==> src/rtl/timer_pkg.sv <==
package timer_pkg;

  // Register select within a channel window (address bits [3:2])
  localparam logic [1:0] REG_CTRL  = 2'd0;
  localparam logic [1:0] REG_STAT  = 2'd1;
  localparam logic [1:0] REG_LOAD  = 2'd2;
  localparam logic [1:0] REG_COUNT = 2'd3;

  // Control field positions
  localparam int BIT_ONESHOT = 4;
  localparam int BIT_ENABLE  = 5;
  localparam int BIT_INTEN   = 8;

  // Log2 of the channel window stride (0x80)
  localparam int WIN_SHIFT = 7;

  // Write strobes from the decoder to one channel datapath
  typedef struct packed {
    logic wrCtrl;
    logic wrStat;
    logic wrLoad;
  } chStrobe_t;

endpackage

==> src/rtl/timer_ctl.sv <==
module timer_ctl
  import timer_pkg::*;
#(
  parameter int NUM_CH = 2,
  parameter int ADDR_W = 10,
  localparam int WIN_W = ADDR_W - WIN_SHIFT,
  localparam int CH_W  = (NUM_CH > 1) ? $clog2(NUM_CH) : 1
) (
  input  logic [ADDR_W-1:0] busAddr,
  input  logic              busWe,
  output chStrobe_t         strb [NUM_CH],
  output logic [CH_W-1:0]   rdSel,
  output logic [1:0]        rdReg,
  output logic              rdHit
);

  logic [WIN_W-1:0]  win;
  logic              inWin;
  logic [NUM_CH-1:0] chHit;

  assign win   = busAddr[ADDR_W-1:WIN_SHIFT];
  assign inWin = (busAddr[WIN_SHIFT-1:4] == '0) && (busAddr[1:0] == 2'b00);
  assign rdReg = busAddr[3:2];

  for (genvar g = 0; g < NUM_CH; g++) begin : g_dec
    assign chHit[g]       = inWin && (win == WIN_W'(g + 1));
    assign strb[g].wrCtrl = busWe && chHit[g] && (rdReg == REG_CTRL);
    assign strb[g].wrStat = busWe && chHit[g] && (rdReg == REG_STAT);
    assign strb[g].wrLoad = busWe && chHit[g] && (rdReg == REG_LOAD);
  end

  assign rdHit = |chHit;

  always_comb begin
    rdSel = '0;
    for (int i = 0; i < NUM_CH; i++) begin
      if (chHit[i]) rdSel = CH_W'(i);
    end
  end

endmodule

==> src/rtl/timer_prescale.sv <==
module timer_prescale #(
  parameter int CODE_W   = 4,
  parameter int MAX_CODE = 8,
  localparam int PRE_W   = (MAX_CODE > 0) ? MAX_CODE : 1
) (
  input  logic              clk,
  input  logic              rstN,
  input  logic              run,
  input  logic              restart,
  input  logic [CODE_W-1:0] code,
  output logic              tick
);

  logic [CODE_W-1:0] effCode;
  logic [PRE_W-1:0]  mask;
  logic [PRE_W-1:0]  preCnt;

  // Codes above the largest supported divide as the largest
  assign effCode = (code > CODE_W'(MAX_CODE)) ? CODE_W'(MAX_CODE) : code;

  always_comb begin
    for (int b = 0; b < PRE_W; b++) begin
      mask[b] = (CODE_W'(b) < effCode);
    end
  end

  assign tick = run && ((preCnt & mask) == mask);

  always_ff @(posedge clk or negedge rstN) begin
    if (!rstN)                preCnt <= '0;
    else if (!run || restart) preCnt <= '0;
    else                      preCnt <= preCnt + 1'b1;
  end

endmodule

==> src/rtl/timer_chan.sv <==
module timer_chan
  import timer_pkg::*;
#(
  parameter int CNT_W    = 16,
  parameter int DATA_W   = 16,
  parameter int CODE_W   = 4,
  parameter int MAX_CODE = 8
) (
  input  logic              clk,
  input  logic              rstN,
  input  chStrobe_t         strb,
  input  logic [DATA_W-1:0] wdata,
  output logic [DATA_W-1:0] ctrlRd,
  output logic              statusBit,
  output logic [CNT_W-1:0]  loadVal,
  output logic [CNT_W-1:0]  countVal,
  output logic              enOut,
  output logic              oneShotOut,
  output logic              irq
);

  logic [CODE_W-1:0] code;
  logic              oneShot;
  logic              enable;
  logic              intEn;
  logic              status;
  logic [CNT_W-1:0]  loadReg;
  logic [CNT_W-1:0]  count;
  logic              tick;
  logic              restart;
  logic              expire;

  assign restart = strb.wrLoad || (strb.wrCtrl && wdata[BIT_ENABLE] && !enable);
  assign expire  = tick && (count <= CNT_W'(1));

  timer_prescale #(
    .CODE_W   (CODE_W),
    .MAX_CODE (MAX_CODE)
  ) u_pre (
    .clk     (clk),
    .rstN    (rstN),
    .run     (enable),
    .restart (restart),
    .code    (code),
    .tick    (tick)
  );

  // Control fields
  always_ff @(posedge clk or negedge rstN) begin
    if (!rstN) begin
      code    <= '0;
      oneShot <= 1'b0;
      enable  <= 1'b0;
      intEn   <= 1'b0;
    end else if (strb.wrCtrl) begin
      code    <= wdata[CODE_W-1:0];
      oneShot <= wdata[BIT_ONESHOT];
      enable  <= wdata[BIT_ENABLE];
      intEn   <= wdata[BIT_INTEN];
    end else if (expire && oneShot) begin
      enable  <= 1'b0;
    end
  end

  // Start value and counter
  always_ff @(posedge clk or negedge rstN) begin
    if (!rstN) begin
      loadReg <= '0;
      count   <= '0;
    end else if (strb.wrLoad) begin
      loadReg <= wdata[CNT_W-1:0];
      count   <= wdata[CNT_W-1:0];
    end else if (expire) begin
      count   <= oneShot ? '0 : loadReg;
    end else if (tick) begin
      count   <= count - 1'b1;
    end
  end

  // Interrupt status: expiry wins over a same-cycle clear
  always_ff @(posedge clk or negedge rstN) begin
    if (!rstN)                          status <= 1'b0;
    else if (expire)                    status <= 1'b1;
    else if (strb.wrStat && wdata[0])   status <= 1'b0;
  end

  always_comb begin
    ctrlRd              = '0;
    ctrlRd[CODE_W-1:0]  = code;
    ctrlRd[BIT_ONESHOT] = oneShot;
    ctrlRd[BIT_ENABLE]  = enable;
    ctrlRd[BIT_INTEN]   = intEn;
  end

  assign statusBit  = status;
  assign loadVal    = loadReg;
  assign countVal   = count;
  assign enOut      = enable;
  assign oneShotOut = oneShot;
  assign irq        = status && intEn;

endmodule

==> src/rtl/dual_tick_timer.sv <==
module dual_tick_timer
  import timer_pkg::*;
#(
  parameter int NUM_CH   = 2,
  parameter int ADDR_W   = 10,
  parameter int DATA_W   = 16,
  parameter int CNT_W    = 16,
  parameter int CODE_W   = 4,
  parameter int MAX_CODE = 8,
  localparam int CH_W    = (NUM_CH > 1) ? $clog2(NUM_CH) : 1
) (
  input  logic              clk,
  input  logic              rstN,
  input  logic [ADDR_W-1:0] busAddr,
  input  logic [DATA_W-1:0] busWdata,
  input  logic              busWe,
  output logic [DATA_W-1:0] busRdata,
  output logic [NUM_CH-1:0] irqOut
);

  chStrobe_t                      strb [NUM_CH];
  logic [CH_W-1:0]                rdSel;
  logic [1:0]                     rdReg;
  logic                           rdHit;
  logic [DATA_W-1:0]              chCtrl [NUM_CH];
  logic [NUM_CH-1:0]              chStatus;
  logic [NUM_CH-1:0]              chEn;
  logic [NUM_CH-1:0]              chOneShot;
  logic [NUM_CH-1:0][CNT_W-1:0]   chLoad;
  logic [NUM_CH-1:0][CNT_W-1:0]   chCount;

  timer_ctl #(
    .NUM_CH (NUM_CH),
    .ADDR_W (ADDR_W)
  ) u_ctl (
    .busAddr (busAddr),
    .busWe   (busWe),
    .strb    (strb),
    .rdSel   (rdSel),
    .rdReg   (rdReg),
    .rdHit   (rdHit)
  );

  for (genvar g = 0; g < NUM_CH; g++) begin : g_ch
    timer_chan #(
      .CNT_W    (CNT_W),
      .DATA_W   (DATA_W),
      .CODE_W   (CODE_W),
      .MAX_CODE (MAX_CODE)
    ) u_chan (
      .clk        (clk),
      .rstN       (rstN),
      .strb       (strb[g]),
      .wdata      (busWdata),
      .ctrlRd     (chCtrl[g]),
      .statusBit  (chStatus[g]),
      .loadVal    (chLoad[g]),
      .countVal   (chCount[g]),
      .enOut      (chEn[g]),
      .oneShotOut (chOneShot[g]),
      .irq        (irqOut[g])
    );
  end

  always_comb begin
    busRdata = '0;
    if (rdHit) begin
      case (rdReg)
        REG_CTRL:  busRdata = chCtrl[rdSel];
        REG_STAT:  busRdata = DATA_W'(chStatus[rdSel]);
        REG_LOAD:  busRdata = DATA_W'(chLoad[rdSel]);
        default:   busRdata = DATA_W'(chCount[rdSel]);
      endcase
    end
  end

endmodule

==> config.mk <==
export PLATFORM = sky130hd
export DESIGN_NAME = dual_tick_timer
export DESIGN_NICKNAME = d
export VERILOG_FILES = /design/src/rtl/timer_pkg.sv /design/src/rtl/timer_ctl.sv /design/src/rtl/timer_prescale.sv /design/src/rtl/timer_chan.sv /design/src/rtl/dual_tick_timer.sv
export SDC_FILE = /design/constraint.sdc
export NUM_CORES = 1
export LEC_CHECK = 0
export BUFFER_PORTS_ARGS = -buffer_cell sky130_fd_sc_hd__buf_2
export CELL_PAD_IN_SITES_DETAIL_PLACEMENT = 1
export CELL_PAD_IN_SITES_GLOBAL_PLACEMENT = 1
export CORE_MARGIN = 2
export CORE_UTILIZATION = 42
export CTS_CLUSTER_SIZE = 12
export DETAILED_ROUTE_END_ITERATION = 10
export PLACE_DENSITY_LB_ADDON = 0.1
export SLEW_MARGIN = 10
export SYNTH_ARGS = -nofsm -noshare
export SYNTH_HDL_FRONTEND = slang
export SYNTH_SLANG_ARGS = --single-unit
==> constraint.sdc <==
create_clock -name clk -period 2.06 [get_ports clk]
set_input_delay 0.206 -clock clk [delete_from_list [all_inputs] [get_ports clk]]
set_output_delay 0.206 -clock clk [all_outputs]
set_load 0.02 [all_outputs]
==> metrics.yaml <==
status: "finished with violations"
violations: "negative setup slack"
syn_area_per_cell_um2: 9.039
start_kind: "register"
async_reset_ff_frac: 1.000
grt_max_degree: 39
dp_hpwl_mm: 15.43
min_path_type: "primary input to register"
synth_mux_area_frac: 0.09702
grt_pass1_wl_mm: 32.34
die_w_um: 121.5
finalHoldViolCount: 0
r2r_setup_slack_ns: -0.11
grt_pass1_vias: 5844
synthXorXnorAreaFrac: 0.03622
place.port_buffers: 46
cp_max_fo: 5
cp-endpoint: "g_ch[0].u_chan.countVal[3]"
worstSetupPathType: "register to register"
min-delay-start: "busWdata[14]"
clk_latency_ns: 0.36
fp-row-count: 42
io_pins: 47
ir_drop_uv: 372.8
startpoint: "g_ch[0].u_chan.countVal[8]"
syn_nets: 677
cts.sink_count: 96
grt_use_total: 0.2899
clock_skew_ns: 0.006711
globalRouteOverflowTotal: 0
cts_root_buffer: "clkbuf_16"
drive_above_1_share: 0.3709
gp_congestion: 0.9253
clk_pin_slew_ns: 0.06
cts_buffer_depth: 2
setup_viol: 20
finalCritPeriodShare: 1.051
synth_top_family_by_area: "simple AND/OR/NAND/NOR gates"
rsz0062_at_grt: "yes"
diodes: 0
ant_nets: 0
ys_ff_latch: 96
syn_area_um2: 5803
required_ns: 2.28
setup_slack_ns: -0.1052
yosysUniqueCellTypes: 70
p_per_area_nw_per_um2: 840.9
power.leakage_nw: 3.749
vias_per_cell: 5.961
cts_tree: "done"
yosys.area.top_type: "dfrtp_1"
start_util: 0.4348
fmax_mhz: 461.9
die_h_um: 121.5
reg2reg_to: "g_ch[0].u_chan.countVal[3]"
p_total_mw: 6.772
drt-total-wl_mm: 22.09
worstMarginPinSlew_ns: 0.6372
drv_slew: 0
synth_fa_ha_area_frac: 0.01466
synth_edf_count: 0
drc_errors: 0
crit_path_end_kind: "register"
num_vias: 5758
reg2reg_from: "g_ch[0].u_chan.countVal[8]"
syn_inst: 642
relSlewSlack: 0.5742
pre_cts_ws_ns: -0.1813
antenna_found_initial: 0
ys_warn_count: 0
die_area_um2: 14770
post_drt_wl_per_cell_um: 22.87
cts.htree.levels: 3
synth-compound-area-share: 0.1669
reg2regPathDepth: 7
drt-initial-drc-count: 420
core_um2: 13350
numCtsBuffers: 9
layout.nets: 821
area_growth_pct: 38.79
synth_top_area_frac: 0.4140
dominantRegCellSynth: "dfrtp_1"
post-route-min-period_ns: 2.165
firstDrtPassIters: 5
yosysSeqAreaShare: 0.4140
yosys.area_share.simple: 0.2288
maxCapViolCount: 0
ys_top_cells_by_area: "dfrtp_1 (41%), nand2_1 (8.3%), mux2i_1 (4.7%)"
worst-endpoint-arrival_ns: 2.39
[cells by family after synthesis]
group	after synthesis
muxes	45
DFF	96
AOI/OAI and AO/OA	139
xor gates and xnor gates	24
adders and majority gates	7
and+or+nand+nor	278
buffers and inverters	53
[cell type report]
type                       instances  area, um2
fill                            1513       5294
inverter                          15      56.30
clock buffer                      12      246.5
clock inverter                     3      42.54
sequential                        96       2406
timing repair buffer             170       1413
multi-input combinational        494       3670
tap                              176      220.2
[placed cells by master, fill, tap and decap left out, types with 13 or more instances in the layout]
master	count
o21ai_0	13
buf_4	97
a21oi_1	19
buf_2	41
nor2_1	55
mux2i_1	25
dfrtp_1	93
inv_1	13
nand2_1	124
buf_6	19
xnor2_1	13
[per-stage QoR]
step                      hold WS, ns  std cells  utilization  cell area [um2]  TNS [ns]
after detailed placement       0.2418        929       0.5226             6975    -4.881
after CTS                     0.09967        950       0.5636             7522   -0.2925
final                          0.1009        966       0.6034             8054   -0.7404
after floorplan              -0.08959        642            -             5838   -0.3540
after global placement         0.2336        929       0.5226             6975    -1.288
after global routing           0.1107        966       0.6034             8054    -2.973
[power breakdown]
| part | switching [mW] | internal [mW] | total, mW |
|---|---|---|---|
| clock network | 0.755 | 0.968 | 1.72 |
| logic | 1.31 | 1.30 | 2.61 |
| registers | 0.299 | 2.14 | 2.44 |
| total | 2.37 | 4.41 | 6.77 |
[flip-flops by register name (all words and copies together) (netlist names)]
register	count
g_ch.u_chan.countVal	32
g_ch.u_chan.loadVal	32
g_ch.u_chan.u_pre.preCnt	16
g_ch.u_chan.code	8
g_ch.u_chan.enOut	2
g_ch.u_chan.intEn	2
g_ch.u_chan.oneShotOut	2
g_ch.u_chan.statusBit	2
[metal layers]
layer	global-route usage	wire, um
met1	0.3609	8872
met4	0.1329	702
met3	0.03558	1103
met2	0.5035	11410
met5	0	0
[how the worst min path moves through the flow]
stage / endpoint / cells past startpoint
finish: g_ch[1].u_chan.loadVal[14] / 3
CTS: g_ch[1].u_chan.loadVal[14] / 3
global route: g_ch[1].u_chan.loadVal[14] / 3
detailed placement: g_ch[0].u_chan.u_pre.preCnt[6] / 1
global placement: g_ch[0].u_chan.u_pre.preCnt[6] / 1
floorplan: g_ch[0].u_chan.code[0] / 0
[Yosys cell counts (all sizes together), types with 8 or more instances]
| library cell | instances |
|---|---|
| nand2 | 129 |
| dfrtp | 96 |
| nor2 | 61 |
| a21oi | 32 |
| mux2i | 27 |
| o21ai | 25 |
| clkbuf | 20 |
| buf | 18 |
| nor3 | 15 |
| nand3 | 14 |
| inv | 13 |
| xnor2 | 13 |
| nor4 | 12 |
| o211ai | 12 |
| xor2 | 11 |
| mux2 | 10 |
| o22a | 9 |
| mux4 | 8 |
[what timing repair did]
item,CTS,global route
hold buffers,1,0
setup buffers,5,12
endpoints found under the setup margin,48,44
gates resized for setup,48,76
cloned,0,4
pin swaps,14,25
hold endpoints to repair,36,0
[worst max-delay path, cell delays in order (launching register included)]
cell and delay, ns:
dfrtp_1 0.41, or4_4 0.58, nor4_4 0.28, and2_4 0.26
nor2_2 0.06, buf_6 0.13, a22oi_2 0.18, o211ai_1 0.12
Note: power is estimated with default switching activity, not from simulation.
